## src/rtl/dpll_mode_ctrl.sv

```systemverilog
module dpll_mode_ctrl #(
  parameter int NREF      = 4,
  parameter int FW        = 24,
  parameter int SHIFT     = 6,
  parameter int VALID_CNT = 64,
  localparam int SW = (NREF > 1) ? $clog2(NREF) : 1,
  localparam int CW = $clog2(VALID_CNT + 1)
) (
  input  logic                 clk,
  input  logic                 rst_n,
  input  logic [NREF-1:0]      ref_ok_i,
  input  logic                 phase_locked_i,
  input  logic signed [FW-1:0] fcw_i,
  input  logic                 fcw_stb_i,
  input  logic                 force_en_i,
  input  logic [1:0]           force_mode_i,
  output logic [1:0]           mode_o,
  output logic [SW-1:0]        ref_sel_o,
  output logic                 use_hold_o,
  output logic [FW-1:0]        hold_fcw_o,
  output logic                 hist_valid_o
);
  typedef enum logic [1:0] {FREE = 2'd0, ACQ = 2'd1, LOCK = 2'd2, HOLD = 2'd3} mode_t;

  mode_t               mode_q, auto_nxt, mode_nxt, fallback;
  logic [SW-1:0]       sel_q, low, sel_nxt;
  logic                force_q;
  logic signed [FW-1:0] avg_q;
  logic [CW-1:0]       cnt_q;
  logic                any_ok, cur_ok, upd, hist_valid;
  logic signed [FW:0]  diff, step;

  always_comb begin
    low = '0;
    for (int i = NREF - 1; i >= 0; i--)
      if (ref_ok_i[i]) low = SW'(i);
  end

  assign any_ok     = |ref_ok_i;
  assign cur_ok     = ref_ok_i[sel_q];
  assign sel_nxt    = (!cur_ok && any_ok) ? low : sel_q;
  assign hist_valid = (cnt_q == CW'(VALID_CNT));
  assign fallback   = hist_valid ? HOLD : FREE;

  always_comb begin
    case (mode_q)
      FREE:    auto_nxt = any_ok ? ACQ : FREE;
      ACQ:     auto_nxt = !cur_ok ? (any_ok ? ACQ : fallback) : (phase_locked_i ? LOCK : ACQ);
      LOCK:    auto_nxt = !cur_ok ? (any_ok ? ACQ : fallback) : LOCK;
      default: auto_nxt = any_ok ? ACQ : HOLD;
    endcase
  end

  assign mode_nxt = force_en_i ? mode_t'(force_mode_i) : (force_q ? fallback : auto_nxt);

  assign upd  = (mode_q == LOCK) && fcw_stb_i;
  assign diff = {fcw_i[FW-1], fcw_i} - {avg_q[FW-1], avg_q};
  assign step = diff >>> SHIFT;

  always_ff @(posedge clk) begin
    if (!rst_n) begin
      mode_q  <= FREE;
      sel_q   <= '0;
      force_q <= 1'b0;
      avg_q   <= '0;
      cnt_q   <= '0;
    end else begin
      mode_q  <= mode_nxt;
      sel_q   <= sel_nxt;
      force_q <= force_en_i;
      if (upd) begin
        avg_q <= (cnt_q == '0) ? fcw_i : avg_q + step[FW-1:0];
        if (!hist_valid) cnt_q <= cnt_q + 1'b1;
      end
    end
  end

  assign mode_o       = mode_q;
  assign ref_sel_o    = sel_q;
  assign use_hold_o   = (mode_q == HOLD);
  assign hold_fcw_o   = avg_q;
  assign hist_valid_o = hist_valid;

  assert_sticky_sel_R4: assert property (@(posedge clk) disable iff (!rst_n)
    ref_ok_i[ref_sel_o] |=> $stable(ref_sel_o));

  assert_force_R11: assert property (@(posedge clk) disable iff (!rst_n)
    force_en_i |=> (mode_o == $past(force_mode_i)));

  assert_hold_needs_hist_R6: assert property (@(posedge clk) disable iff (!rst_n)
    (!force_en_i && !force_q && mode_o != 2'd3) |=> (mode_o != 2'd3 || hist_valid_o));

  assert_hold_frozen_R10: assert property (@(posedge clk) disable iff (!rst_n)
    (mode_o == 2'd3) |=> (mode_o != 2'd3 || $stable(hold_fcw_o)));

  assert_valid_sticky_R9: assert property (@(posedge clk) disable iff (!rst_n)
    !$fell(hist_valid_o));

  assert_free_exit_R2: assert property (@(posedge clk) disable iff (!rst_n)
    (!force_en_i && !force_q && mode_o == 2'd0) |=> (mode_o == 2'd0 || mode_o == 2'd1));
endmodule

```

## config.mk

```make
export PLATFORM = sky130hd
export DESIGN_NAME = dpll_mode_ctrl
export DESIGN_NICKNAME = d
export VERILOG_FILES = /design/src/rtl/dpll_mode_ctrl.sv
export SDC_FILE = /design/constraint.sdc
export NUM_CORES = 1
export LEC_CHECK = 0
export BUFFER_PORTS_ARGS = -buffer_cell sky130_fd_sc_hd__buf_2
export CORE_UTILIZATION = 45
export DETAILED_ROUTE_END_ITERATION = 16
export HOLD_SLACK_MARGIN = 0.1
export PLACE_DENSITY = 0.79
export SETUP_SLACK_MARGIN = 0.1
export SYNTH_ARGS = -nofsm -noshare
export SYNTH_HDL_FRONTEND = slang
export SYNTH_SLANG_ARGS = --single-unit
```

## constraint.sdc

```tcl
create_clock -name clk -period 4.8 [get_ports clk]
set_input_delay 0.72 -clock clk [delete_from_list [all_inputs] [get_ports clk]]
set_output_delay 0.72 -clock clk [all_outputs]
set_load 0.01 [all_outputs]
```

==> summary.md <==
| Metric | Value |
|---|---|
| Routability cong. | 0.955 |
| Die outline area | 9100 um^2 |
| Critical path start-end classification | input pin to register |
| Pin count of the biggest net entering global routing | 31 |
| Synthesized instance count | 517 |
| Core Footprint | 8340 um^2 |
| Master of the slowest instance on the critical path | a2111oi_4 |
| Worst Path Max Fanout | 3 |
| Most frequently used flop master after synthesis | dfxtp_1 |
| Total power density per cell area | 229 nW/um^2 |
| Synth async-reset ratio | 0% |
| Setup TNS Final | 0 ns |
| DPL Wire Length | 9.01 mm |
| Number of placement rows | 33 |
| Share of cells above drive strength 1 | 29.5% |
| Normalized max-slew margin | 63.8% |
| Setup skew after layout | 0.0149 ns |
| Number of I/O port buffers | 64 |
| Max IR drop VDD | 0.156 mV |
| Synthesized netlist net count | 605 |
| Post-layout nets | 741 |
| Mean number of vias per cell | 5.91 |
| Total standard cell area after synthesis | 3930 um^2 |
| Post-CTS Hold Fix Bufs | 0 |
| I/O pin count | 65 |
| Detailed Route Iter0 Violations | 267 |
| Horiz. Die Dim | 95.4 um |
| Worst EP arrival | 4.95 ns |
| Max Transition Viols Final | 0 |
| Area overhead of the layout relative to synthesis | 32.2% |
| Number of storage elements in the synthesis netlist | 36 |
| Post-synthesis cell type count | 64 |
| Slew at the pin closest to its max-slew limit | 0.538 ns |
| Setup repair after global routing missed its margin | yes |
| Cell types occupying the most area after synthesis | dfxtp_1, ha_1, o21ai_0, nand2_1, nor2_1 |
| Top cell type's share of synthesized area | 18.3% |
| Clk buf depth | 2 |
| DRC | 0 |
| YS warnings | 0 |
| CTS Root Buffer Type | clkbuf_8 |
| Number of flops mapped to enable cells by yosys | 0 |
| Detailed-route via count | 4,488 |
| Part of the Yosys area used for sequential elements | 18.3% |
| Slowest cell delay on critical path | 0.43 ns |
| Post-route clock period utilization | 98.2% |
| Total of endpoints with negative setup slack in the final report | 0 |
| Worst Hold Margin | 0.508 ns |
| Vias in the first global route | 4,164 |
| Overall track demand over capacity in global routing | 26.6% |
| Leakage component of the power | 2.38 nW |
| Max Cap Viol | 0 |
| Worst hold path class | register to register |
| CTS HTree Levels | 2 |
| Most frequent cell after synthesis | ha_1 |
| Number of iterations in the first detailed-routing pass | 7 |
| Worst Setup End Kind | register |
| Dominant cell type by area after synthesis | dfxtp_1 |
| Clock Sinks | 36 |
| Antenna fix cells | 0 |
| CTS clk-pin slew, worst paths | 0.09 ns |
| Total gr overflow | 0 |
| Clock tree from TritonCTS | yes |
| Mean instance size in the synthesized netlist | 7.60 um^2 |
| Endpoints failing hold | 0 |
| Run status | finished clean |
| CTS Buf Count | 5 |
| Fmax achieved | 212 MHz |
| DIE HEIGHT | 95.4 um |
| Launching element type of the critical path | input pin |
| First-pass GRT wire length | 19.1 mm |
| Cell count after placement | 743 |
| Drt wl/cell | 16.0 um |
| WP data required | 5.04 ns |
| Total design power | 1.19 mW |
| Insertion delay of the later-clocked pin in the worst-skew pair | 0.31 ns |
| Number of antenna violations at the first check in global routing | 0 |
| Period minus WS final | 4.71 ns |
| Initial cell density of the core | 47.1% |
| Worst-case setup margin in the final layout | 0.0863 ns |
| Sum of routed wire length over all layers | 12.2 mm |
| Number of nets with antenna violations after routing | 0 |
| Ordered cell list for the critical path | buf_2 > ha_4 > a2111oi_4 > or3_4 > a311oi_4 > or2_4 > a2111o_1 > a21o_1 > xor2_1 > ha_1 > inv_2 > o21bai_2 > a221oi_2 > o21ai_1 > a41o_1 > or4_4 > o2111ai_4 > mux2_4 > a21oi_2 |
| Top cell types by occurrence after synthesis | ha_1, nand2_1, nor2_1, o21ai_0, dfxtp_1 |
| Final std cells w/o fill | 759 |
| Worst slack after detailed placement | -0.310 ns |
critical path: cells and delay by family:
family	cells	cell delay [ns]
AO/OA/AOI/OAI	10	2.08
AND/OR/NAND/NOR	3	0.91
adder cells (fa/ha/maj)	2	0.55
multiplexers	1	0.32
buffers and inverters	2	0.19
XOR/XNOR	1	0.16
metrics by stage:
stage	utilization (%)	cell area (um^2)
floorplan	-	3940
CTS	59.9	4990
finish	62.3	5190
detailed placement	58.2	4860
global route	62.3	5190
global placement	58.2	4860
repair_timing:
item,CTS,global route
pin swaps,3,18
setup endpoints to repair,2,6
resized for setup,4,30
setup buffers,2,6
endpoints found under the hold margin,0,0
layer usage:
metal	routed length, um	global-route usage, %	part of all wire (%)	vias up
met1	5380	34.3	44	2101
met5	0	0	0	-
met2	5710	45.8	47	187
met3	797	3.59	6.6	30
li1	-	-	-	2170
met4	269	8.08	2.2	0
state kept, by name (all words and copies together) (netlist names):
name	count
ref_sel_o	2
cnt_q	7
hold_fcw_o	24
force_q	1
mode_o	2
report_power, final:
part           leakage [nW]  switching, mW  total [mW]  internal (mW)
Clock                0.0541          0.133       0.287          0.154
Combinational          2.03          0.300       0.573          0.273
Sequential            0.293         0.0164       0.328          0.312
Total                  2.38          0.450        1.19          0.738
area by class of cell:
| cell class | count | area [um^2] |
|---|---|---|
| Inverter | 36 | 135 |
| Timing Repair Buffer | 142 | 906 |
| Fill cell | 713 | 3150 |
| Tap cell | 105 | 131 |
| Clock buffer | 5 | 68.8 |
| Clock inverter | 3 | 42.5 |
| Multi-Input combinational cell | 432 | 3190 |
| Sequential cell | 36 | 722 |
final timing paths:
path                      start              to  slack [ns]  cells past startpoint
hold / removal    hold_fcw_o[4]   hold_fcw_o[4]        0.51                      2
setup / recovery       fcw_i[1]  hold_fcw_o[22]        0.09                     19
hold reg to reg   hold_fcw_o[4]   hold_fcw_o[4]        0.51                      2
setup reg to reg  hold_fcw_o[1]  hold_fcw_o[22]        0.14                     19
cells by family after synthesis:
family,after synthesis,synth area share [%]
muxes,6,1.69
and+or+nand+nor,178,22.0
buffers and inverters,49,5.07
xor gates and xnor gates,33,7.36
AOI/OAI and AO/OA,162,28.4
adders and majority gates,53,17.1
DFF,36,18.3
cell usage in the layout, fill, tap and decap left out, types with 4 or more instances in the layout:
master / n
nor3_1: 15
dfxtp_1: 35
buf_4: 78
nand3_1: 13
a21oi_2: 9
mux2i_1: 4
a21o_1: 12
nand2_1: 50
a31oi_1: 5
clkbuf_8: 5
inv_1: 34
nor4_1: 6
nor2b_1: 10
xnor2_1: 19
buf_2: 64
o21ai_0: 32
nor2_1: 45
xor2_1: 13
a21oi_1: 25
and3_1: 4
ha_1: 49
a21boi_0: 4
and2_1: 8
o21a_1: 11
a211oi_1: 12
o211ai_1: 10
nand4_1: 4
(Power assumes the default switching activity.)
